--- config.mk ---
export PLATFORM = sky130hd
export DESIGN_NAME = mac_dual_simd
export DESIGN_NICKNAME = d
export VERILOG_FILES = /design/src/rtl/mac_pkg.sv /design/src/rtl/mac_mul_pair.sv /design/src/rtl/mac_combine.sv /design/src/rtl/mac_out_reg.sv /design/src/rtl/mac_dual_simd.sv
export SDC_FILE = /design/constraint.sdc
export NUM_CORES = 2
export LEC_CHECK = 0
export BUFFER_PORTS_ARGS = -buffer_cell sky130_fd_sc_hd__clkbuf_2
export CORE_MARGIN = 10
export CORE_UTILIZATION = 63
export DETAILED_ROUTE_END_ITERATION = 8
export PLACE_DENSITY = 0.92
export RECOVER_POWER = 25
export SYNTH_ARGS = -nofsm -noshare
export SYNTH_HDL_FRONTEND = slang
export SYNTH_SLANG_ARGS = --single-unit
--- constraint.sdc ---
create_clock -name clk -period 12.5 [get_ports clk]
set_clock_uncertainty 0.15 [all_clocks]
set_input_delay 1.25 -clock clk [delete_from_list [all_inputs] [get_ports clk]]
set_output_delay 1.25 -clock clk [all_outputs]
set_load 0.01 [all_outputs]
--- src/rtl/mac_pkg.sv ---
// Package: shared widths and the operation encoding of the dual-multiplier MAC.
// Assumes a 40-bit accumulator that holds two equal-width SIMD lanes.
package mac_pkg;
    localparam int unsigned MAC_HALF_W = 16;
    localparam int unsigned MAC_WORD_W = 2 * MAC_HALF_W;
    localparam int unsigned MAC_ACC_W  = 40;

    typedef enum logic [1:0] {
        MAC_OP_SINGLE = 2'b00,
        MAC_OP_DUAL   = 2'b01,
        MAC_OP_SIMD   = 2'b10,
        MAC_OP_PASS   = 2'b11
    } mac_op_e;
endpackage

--- src/rtl/mac_mul_pair.sv ---
// Module: two parallel signed HALF_W x HALF_W multipliers.
// Lane 0 multiplies the low halves and lane 1 the high halves.
// Assumes operands are two's complement halves packed as {hi, lo}.
module mac_mul_pair #(
    parameter int unsigned HALF_W = mac_pkg::MAC_HALF_W,
    localparam int unsigned WORD_W = 2 * HALF_W,
    localparam int unsigned PROD_W = 2 * HALF_W
) (
    input  logic [WORD_W-1:0] opnd_a,
    input  logic [WORD_W-1:0] opnd_b,
    output logic [PROD_W-1:0] prod_lo,
    output logic [PROD_W-1:0] prod_hi
);
    logic [PROD_W-1:0] prod_lane [2];

    for (genvar g = 0; g < 2; g++) begin : g_mul
        logic signed [HALF_W-1:0] ha;
        logic signed [HALF_W-1:0] hb;
        logic signed [PROD_W-1:0] pr;

        // Select this lane's halves and form their signed product.
        always_comb begin
            ha = opnd_a[g*HALF_W +: HALF_W];
            hb = opnd_b[g*HALF_W +: HALF_W];
            pr = PROD_W'(ha) * PROD_W'(hb);
        end

        assign prod_lane[g] = pr;
    end

    assign prod_lo = prod_lane[0];
    assign prod_hi = prod_lane[1];
endmodule

--- src/rtl/mac_combine.sv ---
// Module: combines the two products with the accumulator according to the opcode.
// The 40-bit modes sign-extend the products and wrap.
// The SIMD mode adds each product's low LANE_W bits into its own lane, and no
// carry passes between the lanes.
// Assumes ACC_W > PROD_W and LANE_W <= PROD_W.
module mac_combine #(
    parameter int unsigned PROD_W = 2 * mac_pkg::MAC_HALF_W,
    parameter int unsigned ACC_W  = mac_pkg::MAC_ACC_W,
    localparam int unsigned LANE_W = ACC_W / 2,
    localparam int unsigned EXT_W  = ACC_W - PROD_W
) (
    input  mac_pkg::mac_op_e   op,
    input  logic [ACC_W-1:0]   acc_in,
    input  logic [PROD_W-1:0]  prod_lo,
    input  logic [PROD_W-1:0]  prod_hi,
    output logic [ACC_W-1:0]   acc_next
);
    logic [ACC_W-1:0]  ext_lo;
    logic [ACC_W-1:0]  ext_hi;
    logic [ACC_W-1:0]  sum_single;
    logic [ACC_W-1:0]  sum_dual;
    logic [LANE_W-1:0] lane_up;
    logic [LANE_W-1:0] lane_dn;

    // Sign-extend both products to the accumulator width.
    always_comb begin
        ext_lo = {{EXT_W{prod_lo[PROD_W-1]}}, prod_lo};
        ext_hi = {{EXT_W{prod_hi[PROD_W-1]}}, prod_hi};
    end

    // Full-width sums used by the single and dual modes.
    always_comb begin
        sum_single = acc_in + ext_hi;
        sum_dual   = acc_in + ext_hi + ext_lo;
    end

    // Independent lane sums; each adder is only LANE_W wide, so no carry escapes.
    always_comb begin
        lane_up = acc_in[ACC_W-1:LANE_W] + prod_hi[LANE_W-1:0];
        lane_dn = acc_in[LANE_W-1:0]     + prod_lo[LANE_W-1:0];
    end

    // Pick the result for the requested operation.
    always_comb begin
        unique case (op)
            mac_pkg::MAC_OP_SINGLE: acc_next = sum_single;
            mac_pkg::MAC_OP_DUAL:   acc_next = sum_dual;
            mac_pkg::MAC_OP_SIMD:   acc_next = {lane_up, lane_dn};
            default:                acc_next = acc_in;
        endcase
    end
endmodule

--- src/rtl/mac_out_reg.sv ---
// Module: result register with a valid flag.
// It loads on a valid cycle, holds otherwise, and clears on a synchronous
// active-low reset.
module mac_out_reg #(
    parameter int unsigned ACC_W = mac_pkg::MAC_ACC_W
) (
    input  logic             clk,
    input  logic             rst_n,
    input  logic             load,
    input  logic [ACC_W-1:0] d,
    output logic             q_valid,
    output logic [ACC_W-1:0] q
);
    // Capture the new result and flag it for one cycle.
    always_ff @(posedge clk) begin
        if (!rst_n) begin
            q       <= '0;
            q_valid <= 1'b0;
        end else begin
            q_valid <= load;
            if (load) begin
                q <= d;
            end
        end
    end
endmodule

--- src/rtl/mac_dual_simd.sv ---
// Module: top of the dual-multiplier SIMD MAC.
// Path: two parallel multipliers, then the mode combiner, then one result
// register.
// Assumes the caller owns the accumulator storage and feeds it back on acc_in.
module mac_dual_simd #(
    parameter int unsigned HALF_W = mac_pkg::MAC_HALF_W,
    parameter int unsigned ACC_W  = mac_pkg::MAC_ACC_W,
    localparam int unsigned WORD_W = 2 * HALF_W,
    localparam int unsigned PROD_W = 2 * HALF_W
) (
    input  logic              clk,
    input  logic              rst_n,
    input  logic              in_valid,
    input  logic [1:0]        op,
    input  logic [WORD_W-1:0] opnd_a,
    input  logic [WORD_W-1:0] opnd_b,
    input  logic [ACC_W-1:0]  acc_in,
    output logic              out_valid,
    output logic [ACC_W-1:0]  acc_out
);
    logic [PROD_W-1:0] prod_lo;
    logic [PROD_W-1:0] prod_hi;
    logic [ACC_W-1:0]  acc_next;
    mac_pkg::mac_op_e  op_sel;

    // Map the raw opcode bits onto the operation type.
    always_comb op_sel = mac_pkg::mac_op_e'(op);

    mac_mul_pair #(.HALF_W(HALF_W)) u_mul (
        .opnd_a  (opnd_a),
        .opnd_b  (opnd_b),
        .prod_lo (prod_lo),
        .prod_hi (prod_hi)
    );

    mac_combine #(.PROD_W(PROD_W), .ACC_W(ACC_W)) u_comb (
        .op       (op_sel),
        .acc_in   (acc_in),
        .prod_lo  (prod_lo),
        .prod_hi  (prod_hi),
        .acc_next (acc_next)
    );

    mac_out_reg #(.ACC_W(ACC_W)) u_reg (
        .clk     (clk),
        .rst_n   (rst_n),
        .load    (in_valid),
        .d       (acc_next),
        .q_valid (out_valid),
        .q       (acc_out)
    );
endmodule

Word-level counts from Yosys, hierarchy flattened
Cells that the tools add are included.

cells by class
  add/sub/neg operators = 4
  multipliers = 2
  eq/ne operators = 2
  muxes and demuxes = 1
  reductions and logical operators = 1

operators by type and width
  kind                                            number
  case mux 40 bit (3 select lines)                1
  adder 40 bit                                    2
  multiplier 16 x 16 -> 32 bit                    2
  adder 20 bit                                    2
  == test 2 x 1 -> 1 bit (second input constant)  1
  == test 2 bit (second input constant)           1
  logical NOT 2 bit                               1

storage, ports and cells
  register bits after elaboration = 41
  output and inout bits = 41

Depth between registers and ports, before layout
  word-level depth = 4
  gate-level depth with buffers = 46
  mapped depth without buffers = 45

By module
A second synthesis with hierarchy kept.

unflattened totals
  cells, all modules = 3,153
  area total of the unflattened synthesis = 28,040.6 µm²

modules (own cells, without submodules)
  module        instances  cells an instance  area an instance (µm²)  sequential area each (µm²)
  mac_mul_pair  1          2,171              19,769.0                0.0
  mac_combine   1          851                6,687.7                 0.0
  mac_out_reg   1          131                1,584.0                 820.8

Worst setup path after synthesis
No wires, ideal clock.

  path kind = input port to flip-flop
  start point = input port opnd_b[23]
  end point = register u_reg.q[39]
  library setup time = 122 ps
  data arrival time = 10,082 ps
  data required time = 12,228 ps
  setup slack = 2,146 ps
  cell stages on the path = 44
  path buffers = 1
  path through = clkbuf_1 nand2_1 fa_1 inv_1 fa_1 inv_1 fa_1 inv_1 fa_1 fa_1 inv_1 fa_1 inv_1 ha_1 a21oi_1 o21ai_1 or3_1 o21ai_0 [... 8 more ...] a21oi_1 a221o_1 o21ai_1 nand2b_1 a21oi_1 xnor2_1 ha_1 a21o_1 a21o_1 a21oi_1 o21ai_0 nor3_1 a21oi_1 a31oi_1 or4_1 nand2_1 xnor2_1 a221o_1

on the way
  word-level cells in the longest chain between the ends = 4
  elaborated cells on any way between the ends = 5
  those cells by class = 3 x add/sub; 1 x mul; 1 x mux

ends and longest elaborated chain
  item                                RTL line                              text
  start, declared                     mac_dual_simd.sv:16                   input logic [WORD_W-1:0] opnd_b,
  multiplier 16 x 16 -> 32 bit *      mac_mul_pair.sv:25                    pr = PROD_W'(ha) * PROD_W'(hb);
  adder 40 bit                        mac_combine.sv:33, mac_combine.sv:34
  adder 40 bit                        mac_combine.sv:34                     sum_dual = acc_in + ext_hi + ext_lo;
  case mux 40 bit (3 select lines) *  mac_combine.sv:45                     unique case (op)
  end signal, assigned                mac_out_reg.sv:17                     q <= '0;
  end signal, assigned                mac_out_reg.sv:22                     q <= d;
  end, declared                       mac_out_reg.sv:12                     output logic [ACC_W-1:0] q

Every way passes the cells marked *; elsewhere a longest branch is shown, timed or not.
A chain may end at the register's enable or synchronous reset.

Worst setup path in the final report
  start point = input port opnd_a[31]
  end point = register u_reg.q[39]

on the way
  word-level cells in the longest chain between the ends = 4
  elaborated cells on any way between the ends = 5
  those cells by class = 3 x add/sub; 1 x mul; 1 x mux

ends and longest elaborated chain
  item                                RTL line                              text
  start, declared                     mac_dual_simd.sv:15                   input logic [WORD_W-1:0] opnd_a,
  multiplier 16 x 16 -> 32 bit *      mac_mul_pair.sv:25
  adder 40 bit                        mac_combine.sv:33, mac_combine.sv:34
  adder 40 bit                        mac_combine.sv:34
  case mux 40 bit (3 select lines) *  mac_combine.sv:45

Marks and branches as above.

==> impl_results.html <==
<table>
<tr><th>Metric</th><th>Value</th></tr>
<tr><th colspan="2">Detailed routing</th></tr>
<tr><td>Number of violations reported at the end of detailed-routing iteration 0</td><td>2,601</td></tr>
<tr><td>ANT nets after route</td><td>0</td></tr>
<tr><td>DR vias</td><td>23,800</td></tr>
<tr><td>Total length of routed wires</td><td>77,600 µm</td></tr>
<tr><td>Detail-routed via count per cell</td><td>6.10</td></tr>
<tr><td>Detailed-routing iteration count for the pre-antenna-repair pass</td><td>8</td></tr>
<tr><td>Detail-routed net length per standard cell</td><td>19.9 µm</td></tr>
<tr><td>Post-route DRC</td><td>0</td></tr>
<tr><th colspan="2">Run status</th></tr>
<tr><td>Outcome</td><td>completed</td></tr>
<tr><th colspan="2">Setup path</th></tr>
<tr><td>FF-to-FF End</td><td>u_reg.q[36]</td></tr>
<tr><td>Worst path max stage delay</td><td>0.70 ns</td></tr>
<tr><td>Data arrival, critical path</td><td>11.81 ns</td></tr>
<tr><td>Startpoint type of the worst setup path</td><td>primary input</td></tr>
<tr><td>Critical Path Start</td><td>opnd_a[31]</td></tr>
<tr><td>Critical path's most frequent cell</td><td>fa_1</td></tr>
<tr><td>Launching point of the worst reg2reg path</td><td>u_reg.q[36]</td></tr>
<tr><td>Depth of the most critical reg-to-reg path</td><td>4</td></tr>
<tr><td>Reg2reg setup slack</td><td>11.04 ns</td></tr>
<tr><td>Required time at the worst-slack endpoint</td><td>12.54 ns</td></tr>
<tr><td>Type of the worst setup path</td><td>primary input to register</td></tr>
<tr><td>Critical-path cell with the highest stage delay</td><td>fa_1</td></tr>
<tr><td>Setup crit end kind</td><td>register</td></tr>
<tr><td>CP max FO</td><td>16</td></tr>
<tr><th colspan="2">Floorplan</th></tr>
<tr><td>Chip Width</td><td>230 µm</td></tr>
<tr><td>Die extent in y</td><td>230 µm</td></tr>
<tr><td>Number of I/O pins</td><td>150</td></tr>
<tr><td>Area enclosed by the die boundary</td><td>52,700 µm²</td></tr>
<tr><td>Std-Cell Rows</td><td>76</td></tr>
<tr><td>Starting Density</td><td>63.9%</td></tr>
<tr><td>Placeable core area</td><td>43,300 µm²</td></tr>
<tr><th colspan="2">Synthesis</th></tr>
<tr><td>Synthesized area divided by synthesized cell count</td><td>8.56 µm²</td></tr>
<tr><td>Number of flip-flops and latches in the synthesized netlist</td><td>41</td></tr>
<tr><td>Count of flip-flops with a built-in enable after synthesis</td><td>0</td></tr>
<tr><td>Async set-reset flop share out of synthesis</td><td>0%</td></tr>
<tr><td>Total of warnings raised by yosys</td><td>0</td></tr>
<tr><td>Synth unique cells</td><td>86</td></tr>
<tr><td>Largest area contributor in the synthesized netlist</td><td>fa_1</td></tr>
<tr><td>Cell types with the largest area share after synthesis</td><td>fa_1 38%, ha_1 13%, inv_1 8.6%</td></tr>
<tr><td>Commonest cells in the synthesized netlist</td><td>635 x inv_1, 528 x fa_1, 368 x nand2_1</td></tr>
<tr><td>Register area share after synthesis</td><td>2.97%</td></tr>
<tr><td>Area of the mapped netlist</td><td>27,700 µm²</td></tr>
<tr><td>Post-synth top flop</td><td>dfxtp_1</td></tr>
<tr><td>Cell count after synthesis</td><td>3,229</td></tr>
<tr><td>Nets in the synthesized netlist</td><td>4,146</td></tr>
<tr><td>Most common cell in the netlist</td><td>inv_1</td></tr>
<tr><td>Share of Yosys cell area claimed by the top area cell type</td><td>38.2%</td></tr>
<tr><th colspan="2">Timing</th></tr>
<tr><td>Rel. slew slack</td><td>37.1%</td></tr>
<tr><td>Final setup violation count</td><td>0</td></tr>
<tr><td>Achievable frequency</td><td>85.0 MHz</td></tr>
<tr><td>Smallest hold slack</td><td>0.319 ns</td></tr>
<tr><td>Unrepaired setup endpoints after global routing</td><td>no</td></tr>
<tr><td>Final worst path period share</td><td>94.2%</td></tr>
<tr><td>Number of pins with negative max-slew slack in the final report</td><td>0</td></tr>
<tr><td>Slew at the pin with the worst max-slew slack</td><td>0.943 ns</td></tr>
<tr><td>Total Negative Setup Slacks</td><td>0 ns</td></tr>
<tr><td>Shortest clock period the worst path allows after layout</td><td>11.77 ns</td></tr>
<tr><td>Final Hold Viols</td><td>0</td></tr>
<tr><th colspan="2">Clocking</th></tr>
<tr><td>CTS HTree Levels</td><td>2</td></tr>
<tr><td>TritonCTS Sinks</td><td>41</td></tr>
<tr><td>Root Driver</td><td>clkbuf_16</td></tr>
<tr><td>Clock latency on the worst-skew pair</td><td>0.30 ns</td></tr>
<tr><td>Resized Gates After CTS</td><td>0</td></tr>
<tr><td>Clock tree from TritonCTS</td><td>yes</td></tr>
<tr><td>Clock transition at the registers of the reported paths</td><td>0.07 ns</td></tr>
<tr><td>Hold Buf Count CTS</td><td>0</td></tr>
<tr><td>Max Root-Sink Buffers</td><td>2</td></tr>
<tr><td>Number of post-CTS setup repair buffers</td><td>0</td></tr>
<tr><td>Cts bufs inserted</td><td>5</td></tr>
<tr><th colspan="2">Final layout</th></tr>
<tr><td>Syn-to-layout area delta</td><td>4.76%</td></tr>
<tr><td>Share of layout cells above drive strength 1</td><td>5.88%</td></tr>
<tr><td>Final Core Density</td><td>67.0%</td></tr>
<tr><td>Area of combinational cells with multiple inputs</td><td>24,100 µm²</td></tr>
<tr><td>Register cell area after layout</td><td>821 µm²</td></tr>
<tr><td>Final nets</td><td>4,218</td></tr>
<tr><td>Fill cell instance count of the final layout</td><td>3,223</td></tr>
<tr><th colspan="2">Min path</th></tr>
<tr><td>Worst min-delay path startpoint</td><td>u_reg.q[35]</td></tr>
<tr><td>Sink of the worst hold path</td><td>u_reg.q[35]</td></tr>
<tr><td>Min-delay worst type</td><td>register to register</td></tr>
<tr><td>WHS Path Cells</td><td>2</td></tr>
<tr><th colspan="2">Global route</th></tr>
<tr><td>First-pass GRT wire length</td><td>127,000 µm</td></tr>
<tr><td>Pin count of the biggest net entering global routing</td><td>58</td></tr>
<tr><td>Remaining Overflow, GRT</td><td>0</td></tr>
<tr><td>Number of antenna violations at the first check in global routing</td><td>8</td></tr>
<tr><td>GRT Resource Usage Total</td><td>29.7%</td></tr>
<tr><td>Via count of the first global-routing pass</td><td>24,700</td></tr>
<tr><th colspan="2">Placement</th></tr>
<tr><td>Post-DP HPWL</td><td>65,400 µm</td></tr>
<tr><td>Port bufs</td><td>149</td></tr>
<tr><td>Last weighted congestion value of the routability-driven placer</td><td>1.03</td></tr>
<tr><th colspan="2">Run</th></tr>
<tr><td>Max-capacitance violation count</td><td>0</td></tr>
</table>
-- kinds of logic (layout without fill, tap and decap cells) --
group / count (synthesis) / count (layout) / synth area share, %
other: 0 / 8 / 0
AO/OA/AOI/OAI: 499 / 499 / 11.9
buffers and inverters: 727 / 800 / 9.87
adder cells (fa/ha/maj): 808 / 808 / 50.9
XOR/XNOR: 151 / 151 / 4.86
multiplexers: 43 / 43 / 2.48
flip-flops: 41 / 41 / 2.97
AND/OR/NAND/NOR: 960 / 960 / 17.0
-- stage by stage --
stage               worst slack [ns]  instance area [µm²]  std cells
floorplan                       2.15                27700       3229
global route                   0.303                29000       3892
detailed placement             0.716                28800       3879
finish                         0.731                29000       3895
global placement               0.932                28800       3879
CTS                            0.989                29000       3887
-- worst max path at each step --
| stage | endpoint | slack [ns] | cells past startpoint |
|---|---|---|---|
| after global placement | u_reg.q[39] | 0.93 | 39 |
| final | u_reg.q[39] | 0.73 | 38 |
| after floorplan | u_reg.q[39] | 2.15 | 44 |
| after global routing | u_reg.q[39] | 0.30 | 41 |
| after detailed placement | u_reg.q[39] | 0.72 | 38 |
| after CTS | u_reg.q[39] | 0.99 | 38 |
-- cell type report --
cell class,instances,share of cell area [%]
multi-input combinational,2461,83.2
tap,585,2.53
timing repair buffer,155,2.64
clock inverter,2,0.0345
clock buffer,6,0.445
inverter,637,8.25
antenna,8,0.0691
sequential,41,2.83
-- registers in the layout, indices dropped and copies added, names as in the netlist --
signal,count
u_reg.q,40
u_reg.q_valid,1
-- placed cells by master, fill, tap and decap left out, drive strengths merged, types with 102 or more instances in the layout --
cell and n:
a21oi 144, and2 226, clkbuf 155, fa 528, ha 280, inv 636
nand2 368, nor2 132, o21ai 102, xnor2 120
-- per-layer routing --
metal	global-route usage, %	share of wire (%)	routed length (µm)	up-vias
met1	38.6	38	29400	11500
met3	7.78	12	9140	307
met2	46.9	46	35500	1517
li1	-	-	-	10400
met4	11.1	4.6	3550	4
met5	0	0.030	23	-
-- worst max-delay path: cells and delay by family --
kind,cells,cell delay (ns)
simple gates,13,3.06
fa+ha+maj,9,4.34
buf+inv,4,0.60
xor+xnor,2,0.21
compound gates,10,2.30
Power is not shown: default switching activity piles up to over one toggle a cycle in this logic, so the estimate is an artifact.
